==> src/rtl/bitrev_agu_pkg.sv <==
package bitrev_agu_pkg;
  typedef enum logic {
    PLACE_ALIGNED = 1'b0,
    PLACE_OFFSET  = 1'b1
  } place_e;
endpackage

==> src/rtl/bitrev_mirror.sv <==
module bitrev_mirror #(
  parameter int MAX_N = 10,
  parameter int NW    = $clog2(MAX_N + 1)
) (
  input  logic [MAX_N-1:0] idx_i,
  input  logic [NW-1:0]    n_i,
  output logic [MAX_N-1:0] rev_o
);
  logic [MAX_N-1:0] masked;
  logic [MAX_N-1:0] full_rev;
  logic [NW-1:0]    shr;

  // mirror over MAX_N bits, then slide down so bit i lands at N-1-i
  for (genvar g = 0; g < MAX_N; g++) begin : g_bit
    assign masked[g]             = (NW'(g) < n_i) ? idx_i[g] : 1'b0;
    assign full_rev[MAX_N-1-g]   = masked[g];
  end

  assign shr   = NW'(MAX_N) - n_i;
  assign rev_o = full_rev >> shr;
endmodule

==> src/rtl/bitrev_counter.sv <==
module bitrev_counter #(
  parameter int MAX_N = 10,
  parameter int NW    = $clog2(MAX_N + 1)
) (
  input  logic             clk_i,
  input  logic             rst_ni,
  input  logic             start_i,
  input  logic             cfg_ok_i,
  input  logic             step_i,
  input  logic [NW-1:0]    n_i,
  output logic [MAX_N-1:0] idx_o,
  output logic             fire_o,
  output logic             last_o
);
  logic [MAX_N-1:0] cnt_q;
  logic             active_q;
  logic [MAX_N:0]   one_sh;
  logic [MAX_N-1:0] lim;

  always_comb begin
    one_sh = (MAX_N + 1)'(1) << n_i;
    lim    = one_sh[MAX_N-1:0] - MAX_N'(1);
  end

  assign fire_o = step_i && active_q && !start_i;
  assign last_o = (cnt_q == lim);
  assign idx_o  = cnt_q;

  always_ff @(posedge clk_i or negedge rst_ni) begin
    if (!rst_ni) begin
      cnt_q    <= '0;
      active_q <= 1'b0;
    end else if (start_i) begin
      cnt_q    <= '0;
      active_q <= cfg_ok_i;
    end else if (fire_o) begin
      cnt_q <= cnt_q + MAX_N'(1);
      if (last_o) active_q <= 1'b0;
    end
  end

  AST_START_CLEARS: assert property (@(posedge clk_i) disable iff (!rst_ni)
    start_i |=> (cnt_q == '0));
  AST_IDX_IN_RANGE: assert property (@(posedge clk_i) disable iff (!rst_ni)
    active_q |-> (cnt_q <= lim));
endmodule

==> src/rtl/bitrev_place.sv <==
module bitrev_place
  import bitrev_agu_pkg::*;
#(
  parameter int ADDR_W = 16,
  parameter int MAX_N  = 10,
  parameter int NW     = $clog2(MAX_N + 1)
) (
  input  logic [ADDR_W-1:0] base_i,
  input  logic [MAX_N-1:0]  rev_i,
  input  logic [NW-1:0]     n_i,
  input  place_e            place_i,
  output logic [ADDR_W-1:0] addr_o
);
  logic [ADDR_W-1:0] low_mask;
  logic [ADDR_W-1:0] rev_w;

  assign low_mask = (ADDR_W'(1) << n_i) - ADDR_W'(1);
  assign rev_w    = ADDR_W'(rev_i);

  always_comb begin
    if (place_i == PLACE_ALIGNED) addr_o = (base_i & ~low_mask) | rev_w;
    else                          addr_o = base_i + rev_w;
  end
endmodule

==> src/rtl/bitrev_agu.sv <==
module bitrev_agu
  import bitrev_agu_pkg::*;
#(
  parameter int ADDR_W = 16,
  parameter int MAX_N  = 10,
  parameter int NW     = $clog2(MAX_N + 1)
) (
  input  logic              clk_i,
  input  logic              rst_ni,
  input  logic              start_i,
  input  logic              step_i,
  input  logic [NW-1:0]     log2_size_i,
  input  logic [ADDR_W-1:0] base_i,
  input  logic              place_i,
  output logic [ADDR_W-1:0] addr_o,
  output logic              addr_valid_o,
  output logic              done_o,
  output logic              cfg_err_o
);
  logic [NW-1:0]     n_q;
  logic [ADDR_W-1:0] base_q;
  place_e            place_q;
  logic              cfg_ok, low_nz;
  logic [ADDR_W-1:0] in_mask;
  logic [MAX_N-1:0]  idx, rev;
  logic              fire, last;
  logic [ADDR_W-1:0] addr_d;
  logic [ADDR_W-1:0] addr_q;
  logic              valid_q, done_q, err_q;

  assign cfg_ok  = (log2_size_i != '0) && (log2_size_i <= NW'(MAX_N));
  assign in_mask = (ADDR_W'(1) << log2_size_i) - ADDR_W'(1);
  assign low_nz  = |(base_i & in_mask);

  always_ff @(posedge clk_i or negedge rst_ni) begin
    if (!rst_ni) begin
      n_q     <= NW'(1);
      base_q  <= '0;
      place_q <= PLACE_ALIGNED;
      err_q   <= 1'b0;
    end else if (start_i) begin
      err_q <= !cfg_ok || (place_i == PLACE_ALIGNED && low_nz);
      if (cfg_ok) begin
        n_q     <= log2_size_i;
        base_q  <= base_i;
        place_q <= place_e'(place_i);
      end
    end
  end

  bitrev_counter #(.MAX_N(MAX_N), .NW(NW)) u_cnt (
    .clk_i   (clk_i),
    .rst_ni  (rst_ni),
    .start_i (start_i),
    .cfg_ok_i(cfg_ok),
    .step_i  (step_i),
    .n_i     (n_q),
    .idx_o   (idx),
    .fire_o  (fire),
    .last_o  (last)
  );

  bitrev_mirror #(.MAX_N(MAX_N), .NW(NW)) u_mirror (
    .idx_i(idx),
    .n_i  (n_q),
    .rev_o(rev)
  );

  bitrev_place #(.ADDR_W(ADDR_W), .MAX_N(MAX_N), .NW(NW)) u_place (
    .base_i (base_q),
    .rev_i  (rev),
    .n_i    (n_q),
    .place_i(place_q),
    .addr_o (addr_d)
  );

  always_ff @(posedge clk_i or negedge rst_ni) begin
    if (!rst_ni) begin
      addr_q  <= '0;
      valid_q <= 1'b0;
      done_q  <= 1'b0;
    end else begin
      valid_q <= fire;
      done_q  <= fire && last;
      if (fire) addr_q <= addr_d;
    end
  end

  assign addr_o       = addr_q;
  assign addr_valid_o = valid_q;
  assign done_o       = done_q;
  assign cfg_err_o    = err_q;

  logic [ADDR_W-1:0] hi_mask_q;
  assign hi_mask_q = ~((ADDR_W'(1) << n_q) - ADDR_W'(1));

  AST_DONE_WITH_VALID: assert property (@(posedge clk_i) disable iff (!rst_ni)
    done_o |-> addr_valid_o);
  AST_DONE_SINGLE: assert property (@(posedge clk_i) disable iff (!rst_ni)
    done_o |=> !done_o);
  AST_VALID_AFTER_STEP: assert property (@(posedge clk_i) disable iff (!rst_ni)
    addr_valid_o |-> $past(step_i) && !$past(start_i));
  AST_ALIGNED_HIGH: assert property (@(posedge clk_i) disable iff (!rst_ni)
    (addr_valid_o && place_q == PLACE_ALIGNED)
      |-> ((addr_o & hi_mask_q) == (base_q & hi_mask_q)));
endmodule

==> config.mk <==
export PLATFORM = sky130hd
export DESIGN_NAME = bitrev_agu
export DESIGN_NICKNAME = d
export VERILOG_FILES = /design/src/rtl/bitrev_agu_pkg.sv /design/src/rtl/bitrev_mirror.sv /design/src/rtl/bitrev_counter.sv /design/src/rtl/bitrev_place.sv /design/src/rtl/bitrev_agu.sv
export SDC_FILE = /design/constraint.sdc
export NUM_CORES = 1
export LEC_CHECK = 0
export BUFFER_PORTS_ARGS = -buffer_cell sky130_fd_sc_hd__buf_2
export CAP_MARGIN = 20
export CORE_MARGIN = 8
export CORE_UTILIZATION = 40
export DETAILED_ROUTE_END_ITERATION = 10
export GPL_ROUTABILITY_DRIVEN = 0
export GPL_TIMING_DRIVEN = 0
export PLACE_DENSITY = 0.66
export REMOVE_ABC_BUFFERS = 1
export SYNTH_ARGS = -nofsm -noshare
export SYNTH_HDL_FRONTEND = slang
export SYNTH_SLANG_ARGS = --single-unit
==> constraint.sdc <==
create_clock -name clk_i -period 8.1 [get_ports clk_i]
set_input_delay 0 -clock clk_i [delete_from_list [all_inputs] [get_ports clk_i]]
set_output_delay 0 -clock clk_i [all_outputs]
set_load 0.03 [all_outputs]
==> metrics.txt, run 1 <==
Die Wd roughly 120 microns; Hold Path Class in2reg; Synth area leaders dfrtp_1 31%, ha_1 5.5%, mux2_2 5.2%; area leader, netlist dfrtp_1; Worst Path Arrival 4.87 ns; worst-path maximum fanout 20; post-DP HPWL between 8000 and 9000 microns; core box area between 0.01 and 0.015 sq mm; WL per Instance approximately 18 microns; Final Routed Wirelength 11400 microns; fmax 0.216 GHz; CTS tree done; Initial DRT Pass Iterations 6; vias in the first global route 3677; DRT iter0 DRCs between 400 and 500; I/O Pins 44; CP Cell Sequence inv_2 > ha_1 > clkinv_1 > o221ai_1 > o31ai_1 > a31o_2 > fa_1 > a21o_1 > a311oi_1 > o211ai_1 > nand3_1 > mux2_2 > o21ai_1; Starting Density 40.3%; worst setup path category reg2reg; library cells used by synthesis 77; Total Die Area 0.0137 sq mm; Root Buffer clkbuf_8; CTS H-tree depth 2; Clock Pin Slew Worst Setup and Hold Paths 0.11 ns; CTS Buffer Depth 2; Placed Instance Area ~0.0044 sq mm; maximum vdd drop 0.111 mV; leakage power between 1.5 and 2 nW; share of cells above drive strength 1 16.7%; initial antenna violation count 0; status complete, no violations; CP Capture Type flip-flop; worst endpoint required time 8.34 ns; DRT antenna net count 0; max_cap viols 0; Setup Skew 0.00730 ns; sequential share of the synthesized area 31.3%; min cycle time layout 4.63 ns; setup TNS 0 ns; Yosys top cell area share 30.6%; synthesized area per cell slightly below 9 sq um; largest net degree at the start of global routing 41; final setup vio count 0; Worst path max stage delay 0.79 ns; Design Area, Final 0.00468 sq mm; post-DR vias/cell a little under 6; crit start category flip-flop; slowest CP cell dfstp_2; Most used DFF post-synth dfrtp_1; # clock sinks 51; total number of yosys warnings 0; DR vias 3797; first-pass GRT wire length 18900 microns; Final Hold Vio Count 0; Total GRT Usage 17.4%; final net count 557; Seq cells post-synth 51; fin crit share 57.1%; mapped cell area around 0.0041 sq mm; fin. max-slew vios 0; IO buf count 43; Slew headroom 31.3%; Residual DRC 0; Pwr Density 214 mW/mm^2; Die Span Y between 100 and 150 microns; async set-reset flop share out of synthesis between 90% and 100%; GRT overflow 0; Post-CTS Hold Fix Bufs 20; Gate Count Post-Synth around 470; # diodes 0; Post-CTS Setup Inserts 0; CP delay by family, top compound AO/OA/AOI/OAI gates; TritonCTS Buffers 5; EDFF count, synth 0; # rows 37; Resized Gates After CTS 0; RSZ-0062 raised after global routing false; Worst Max-Slew Pin Slew 1.03 ns; WP buf/inv 2; Area Overhead vs Synth 14.6%; Layout fillers 1001; Pwr Total 1.00 mW; Clock Latency Late Sink between 0.3 and 0.4 ns
## cell type report
type	instances	area [sq um]	share of cell area, %
clock buffers	6	82.6	1.76
clock inverters	2	13.8	0.294
inverters	20	75.1	1.60
multi-input cells	369	2570	54.9
flip-flops and latches	51	1280	27.3
well taps	136	170	3.64
repair buffers	66	490	10.5
## cells by family after synthesis
group / share of synthesized area (%)
buffers and inverters: 5.73
adders and majority gates: 6.01
AOI/OAI and AO/OA: 24.1
and+or+nand+nor: 19.3
DFF: 31.3
muxes: 6.53
xor gates and xnor gates: 7.02
## sequential cells by signal, indices dropped and copies added (netlist names)
register	count
u_cnt.active_q	1
done_o	1
addr_o	16
cfg_err_o	1
addr_valid_o	1
base_q	16
u_cnt.idx_o	10
n_q	4
place_q	1
## final timing paths
kind | start | to | slack (ns) | cells past startpoint
max in group asynchronous | rst_ni | n_q[0] | 7.46 | 3
min in group asynchronous | rst_ni | u_cnt.idx_o[0] | 0.09 | 2
hold / removal | log2_size_i[1] | n_q[1] | 0.02 | 3
setup / recovery | n_q[0] | addr_o[14] | 3.47 | 13
hold reg to reg | addr_o[12] | addr_o[12] | 0.49 | 2
setup reg to reg | n_q[0] | addr_o[14] | 3.47 | 13
## per-stage QoR
step                utilization (%)  worst slack [ns]  cells  hold slack [ns]
finish                         46.2              3.47    650           0.0231
floorplan                         -              4.22    440           -0.296
detailed placement             43.0              3.63    621          -0.0772
CTS                            45.9              3.57    649           0.0249
global route                   46.2              3.21    650           0.0350
global placement               42.5              3.62    619            0.231
## worst min-delay path: cells and delay by family
family	cells	cell delay, ns
buf+inv	1	0.16
simple gates	1	0.07
compound gates	1	0.07
## cells in the final DEF (no fill, tap or decap), drive strengths merged, types with 3 or more instances in the layout
master | Yosys | layout
nor2b | 5 | 5
nand2 | 50 | 50
a31oi | 15 | 15
clkbuf | 20 | 6
buf | 12 | 46
xnor2 | 20 | 20
a22oi | 4 | 4
o22ai | 7 | 7
ha | 18 | 18
mux2i | 3 | 3
a211oi | 3 | 3
dlygate4sd3 | 0 | 20
xor2 | 11 | 11
a21oi | 19 | 19
and3 | 6 | 6
o211ai | 8 | 8
inv | 19 | 20
mux2 | 19 | 19
o21ai | 30 | 30
and2 | 4 | 4
nand4 | 6 | 6
a22o | 6 | 6
dfrtp | 50 | 50
nor3b | 5 | 5
o21a | 4 | 4
nand3 | 16 | 16
nor3 | 7 | 7
nor2 | 32 | 32
or3 | 5 | 5
a32o | 3 | 3
nand2b | 5 | 5
o31ai | 8 | 8
nand3b | 3 | 3
a21o | 9 | 9
## where the power goes
part / total (mW) / internal [mW] / switching, mW / leakage (nW)
registers: 0.360 / 0.302 / 0.0574 / 0.630
logic: 0.473 / 0.186 / 0.287 / 1.29
clock network: 0.171 / 0.0704 / 0.101 / 0.0516
total: 1.00 / 0.558 / 0.445 / 1.97
## metal layers
metal	share of wire, %	vias to the layer above	GRT usage, %
met1	46	1848	23.9
met3	5.5	10	2.77
met2	47	121	28.1
met4	1.1	0	3.75
met5	0	-	0
li1	-	1818	-
## cells in the mapped netlist, drive strengths merged, types with 3 or more instances
library cell  count
a211oi            3
a21o              9
a21oi            19
a22o              6
a22oi             4
a31oi            15
a32o              3
and2              4
and3              6
buf              12
clkbuf           20
dfrtp            50
ha               18
inv              19
mux2             19
mux2i             3
nand2            50
nand2b            5
nand3            16
nand3b            3
nand4             6
nor2             32
nor2b             5
nor3              7
nor3b             5
o211ai            8
o21a              4
o21ai            30
o22ai             7
o31ai             8
or3               5
xnor2            20
xor2             11
Power figures use the tool's default switching activity.
==> run 2, diff against run 1 <==
==> constraint.sdc (replaced) <==
create_clock -name clk_i -period 4.4 [get_ports clk_i]
set_input_delay 0 -clock clk_i [delete_from_list [all_inputs] [get_ports clk_i]]
set_output_delay 0 -clock clk_i [all_outputs]
set_load 0.03 [all_outputs]
==> run 2 against run 1 <==
Against the previous run: hold slack gained 0.0041 ns; register-to-register slack lost 3.2 ns; sequential share of layout area increased by 0.10 points; die area stayed put; combinational power is 82% higher; wire length hardly changed; critical path type unchanged.
==> metrics.txt, run 2 (same netlist as run 1, synthesis figures left out) <==
status complete, no violations; flop-to-flop setup slack 0.27 ns; Total GRT Usage between 10% and 20%; commonest non-fill, non-tap cells in the layout 50 x nand2_1, 49 x dfrtp_1, 43 x buf_2; share of cells above drive strength 1 17.7%; Clock Pin Slew Worst Setup and Hold Paths 0.11 ns; # diodes 0; Layout Cells excl Fill 649; CP Capture Type flip-flop; DRT antenna net count 0; setup TNS 0 ns; post-DP HPWL 8450 microns; Worst path max stage delay roughly 0.56 ns; worst setup path category reg2reg; Net Sw Frac 44.3%; # rows 37; Final Routed Wirelength ~11000 microns; largest net degree at the start of global routing 41; Endpoint, Worst Hold n_q[1]; CP startpoint n_q[0]; post-DR vias/cell 5.80; Clock power frac 16.9%; Pwr Density 395 mW/mm^2; leakage power slightly below 2 nW; reg2reg path depth 16; final setup vio count 0; CP delay by family, top compound AO/OA/AOI/OAI gates; Logic pwr share 46.6%; CTS H-tree depth 2; Die Span Y roughly 120 microns; Slew headroom 25.1%; Residual DRC 0; crit start category flip-flop; net switching power 0.819 mW; GRT overflow 0; slowest CP cell dfstp_4; worst r2r dst addr_o[14]; DR vias between 3000 and 4000; Clock Latency Late Sink 0.32 ns; Post-CTS Setup Inserts 0; Hold Path Cell Cnt 3; max_cap viols 0; worst endpoint required time 4.64 ns; Placed Instances between 600 and 700; final net count 556; initial antenna violation count 0; Total Die Area around 0.014 sq mm; WL per Instance 17.6 microns; worst-path maximum fanout 20; Area Overhead vs Synth 14.7%; CTS Buffer Depth 2; Starting Density 40.3%; vias in the first global route ~3700; IO buf count 43; fin. max-slew vios 0; Pwr Total 1.85 mW; Initial DRT Pass Iterations 6; first-pass GRT wire length 18900 microns; DRT iter0 DRCs 381; CP Cell Sequence inv_2 > ha_4 > nor2b_1 > o22ai_1 > a31oi_1 > a221oi_1 > nor2_1 > inv_1 > ha_1 > fa_1 > a21o_1 > a311oi_2 > o211ai_1 > nand3_1 > mux2_2 > o21ai_1; origin of the critical flop-to-flop path n_q[0]; fmax between 0.2 and 0.25 GHz; Die Wd 117 microns; CTS tree done; # clock sinks 51; Reg power frac 36.5%; core box area 0.0101 sq mm; Root Buffer clkbuf_8; internal power 1.03 mW; maximum vdd drop about 0.20 mV; WP buf/inv 2; Hold Path Class in2reg; Final Hold Vio Count 0; Worst Path Arrival 4.37 ns; Worst Max-Slew Pin Slew 1.12 ns; Setup Skew 0.0115 ns; most common cell after layout, fill and taps aside nand2_1; Hold Startpoint log2_size_i[1]; I/O Pins 44; min cycle time layout 4.13 ns; fin crit share 93.9%; TritonCTS Buffers 5
==> run 2: per-layer routing <==
metal / share of wire (%) / track usage [%] / vias to the layer above
li1: - / - / 1811
met3: 4.4 / 2.67 / 10
met5: 0 / 0 / -
met1: 47 / 23.8 / 1840
met2: 48 / 28.2 / 103
met4: 1.1 / 3.67 / 0
==> run 2: how the worst max path moves through the flow <==
| stage | to | slack (ns) | cells past startpoint |
|---|---|---|---|
| 6_report | addr_o[14] | 0.27 | 16 |
| 5_1_grt | addr_o[14] | -0.005 | 16 |
| 4_1_cts | addr_o[14] | 0.09 | 16 |
| 3_5_place_dp | addr_o[14] | -0.07 | 13 |
| 3_3_place_gp | addr_o[14] | -0.08 | 13 |
| 2_1_floorplan | addr_o[14] | 0.52 | 16 |
==> run 2: power by group through the flow <==
stage | clock network, mW | logic, mW | registers (mW)
after floorplan | 0 | 0.495 | 0.757
after global placement | 0 | 0.807 | 0.677
after detailed placement | 0 | 0.828 | 0.681
after CTS | 0.323 | 0.847 | 0.671
after global routing | 0.335 | 0.939 | 0.690
final | 0.312 | 0.863 | 0.675
==> run 2: timing repair <==
action / 4_1_cts / 5_1_grt
hold buffers: 20 / 0
hold endpoints to repair: 70 / 0
resized for setup: 2 / 6
cloned: 0 / 0
endpoints found under the setup margin: 2 / 9
==> run 2: final cells by class <==
class | count | area [sq um]
clock buffer | 6 | 82.6
clock inverter | 2 | 13.8
fill | 1000 | 5460
inverter | 20 | 76.3
multi-input combinational | 369 | 2590
sequential | 51 | 1280
tap | 136 | 170
timing repair buffer | 65 | 463
==> run 2: worst min-delay path, cell delays in order <==
cell     delay (ns)
buf_2          0.16
nand2_1        0.07
o21ai_0        0.07
==> run 2: metrics by stage <==
| stage | worst slack, ns | hold WS [ns] | utilization [%] | cell area [sq um] |
|---|---|---|---|---|
| finish | 0.268 | 0.0272 | 46.2 | 4680 |
| global route | -0.00545 | 0.0350 | 46.2 | 4680 |
| CTS | 0.0870 | 0.0249 | 45.9 | 4660 |
| detailed placement | -0.0702 | -0.0772 | 43.0 | 4360 |
| global placement | -0.0791 | 0.231 | 42.5 | 4310 |
| floorplan | 0.525 | -0.296 | - | 3920 |
==> run 3, diff against run 2 <==
--- a/config.mk
+++ b/config.mk
@@ -11,7 +11,7 @@
 export CORE_UTILIZATION = 40
 export DETAILED_ROUTE_END_ITERATION = 10
 export GPL_ROUTABILITY_DRIVEN = 0
-export GPL_TIMING_DRIVEN = 0
+export GPL_TIMING_DRIVEN = 1
 export PLACE_DENSITY = 0.66
 export REMOVE_ABC_BUFFERS = 1
 export SYNTH_ARGS = -nofsm -noshare
==> run 3 against run 2 <==
Against the previous run: maximum frequency decreased by 0.93%; largest power group unchanged; clock power down 5%; via count up 1.8%; core utilization is 0.26 points lower; non-clock buffer count grew 5; critical path type unchanged.
==> metrics.txt, run 3 (same netlist as run 1, synthesis figures left out) <==
Starting Density 40.3%; Total Die Area between 0.01 and 0.015 sq mm; largest net degree at the start of global routing 52; Net Sw Frac roughly 44%; worst r2r dst addr_o[14]; flop-to-flop setup slack around 0.23 ns; Slew headroom 55.3%; DRT antenna net count 0; Total GRT Usage between 15 and 20%; Clock Latency Late Sink 0.32 ns; worst setup path category reg2reg; TritonCTS Buffers 5; Hold Startpoint log2_size_i[0]; Die Wd around 120 microns; worst slack, placed 0.327 ns; max_cap viols 0; Reg power frac 36.3%; utilization after layout 45.9%; CTS tree done; Design Area, Final 0.00466 sq mm; maximum vdd drop between 0.15 and 0.2 mV; CTS Buffer Depth 2; first-pass GRT wire length 18800 microns; final setup vio count 0; Worst Max-Slew Pin Slew approximately 0.67 ns; DRT iter0 DRCs 392; DR vias 3831; GRT overflow 0; Area Overhead vs Synth 14.0%; Worst path max stage delay 0.76 ns; worst-path maximum fanout 20; IO buf count 43; Hold Path Class in2reg; Pwr Density around 390 mW/mm^2; slowest CP cell dfstp_2; # rows 37; worst endpoint required time 4.65 ns; Placed Instances 627; CP Cell Sequence inv_2 > ha_1 > nor3b_2 > inv_1 > nand2_1 > mux4_2 > mux2i_1 > nand2_1 > inv_1 > ha_1 > a21o_1 > a311oi_1 > o211ai_1 > nand3_1 > mux2_2 > o21ai_1; vias in the first global route 3739; internal power 1.03 mW; Worst Path Arrival 4.42 ns; Final Hold Vio Count 0; Logic pwr share about 48%; Placed Instance Area 0.00437 sq mm; # clock sinks 51; Post-CTS Setup Inserts 0; crit start category flip-flop; CP Capture Type flip-flop; Die Span Y 117 microns; RSZ-0062 raised after global routing false; leakage power roughly 2.0 nW; net switching power approximately 0.80 mW; CP delay by family, top multiplexers; CTS H-tree depth 2; commonest non-fill, non-tap cells in the layout 50 x nand2_1, 50 x dfrtp_1, 43 x buf_2; setup TNS 0 ns; origin of the critical flop-to-flop path n_q[0]; Clock power frac 16.1%; I/O Pins 44; WP buf/inv 3; post-DR vias/cell 5.86; fin crit share 94.8%; WL per Instance between 15 and 20 microns; final setup margin 0.229 ns; initial antenna violation count 0; Layout Cells excl Fill 654; Final Routed Wirelength 11400 microns; share of cells above drive strength 1 17.6%; min cycle time layout 4.17 ns; Root Buffer clkbuf_8; Initial DRT Pass Iterations 7; reg2reg path depth 16; Clock Pin Slew Worst Setup and Hold Paths 0.10 ns; worst hold margin 0.0213 ns; fmax roughly 0.24 GHz; post-DP HPWL 8620 microns; status complete, no violations; core box area 0.0101 sq mm; fin. max-slew vios 0; Endpoint, Worst Hold n_q[0]; Hold Path Cell Cnt 3; Setup Skew 0.0170 ns; final net count between 500 and 600; # diodes 0; Residual DRC 0; Pwr Total roughly 1.8 mW
[run 3: cell types whose count changed in the layout (fill, tap and decap cells not counted), sizes merged]
cell | previous run | this run
buf | 45 | 51
dlygate4sd3 | 20 | 19
[run 3: worst max path at each step]
| stage | cells after the start | slack, ns | to | from |
|---|---|---|---|---|
| 6_report | 16 | 0.23 | addr_o[14] | n_q[0] |
| 5_1_grt | 16 | 0.008 | addr_o[14] | n_q[0] |
| 4_1_cts | 16 | 0.30 | addr_o[14] | n_q[0] |
| 3_5_place_dp | 16 | 0.33 | addr_o[14] | n_q[0] |
| 3_3_place_gp | 16 | 0.43 | addr_o[14] | n_q[0] |
| 2_1_floorplan | 16 | 0.52 | addr_o[14] | n_q[0] |
[run 3: layout make-up]
type,instances,area [sq um]
sequential,51,1280
timing repair buffer,70,465
tap,136,170
inverter,20,75.1
fill,996,5480
clock inverter,2,13.8
multi-input combinational,369,2570
clock buffer,6,82.6
[run 3: worst reg2reg max path, stage by stage (launching register included)]
cell	delay (ns)
dfstp_2	0.76
inv_2	0.18
ha_1	0.29
nor3b_2	0.19
inv_1	0.18
nand2_1	0.07
mux4_2	0.46
mux2i_1	0.16
nand2_1	0.09
inv_1	0.08
ha_1	0.27
a21o_1	0.22
a311oi_1	0.40
o211ai_1	0.20
nand3_1	0.13
mux2_2	0.33
o21ai_1	0.11
[run 3: power groups by stage]
stage          clock network, mW  logic (mW)  registers, mW
3_5_place_dp                   0       0.849          0.669
6_report                   0.295       0.870          0.662
4_1_cts                    0.306       0.865          0.660
3_3_place_gp                   0       0.834          0.667
5_1_grt                    0.321       0.947          0.676
2_1_floorplan                  0       0.495          0.757
[run 3: what timing repair did]
item	CTS	global route
hold buffers	19	0
gates resized for setup	0	0
endpoints found under the hold margin	69	0
[run 3: layer usage]
layer / wire length [microns] / global-route usage [%] / up-vias
li1: - / - / 1826
met1: 5120 / 23.0 / 1829
met2: 5320 / 28.2 / 155
met3: 744 / 2.72 / 21
met4: 252 / 5.80 / 0
met5: 0 / 0 / -
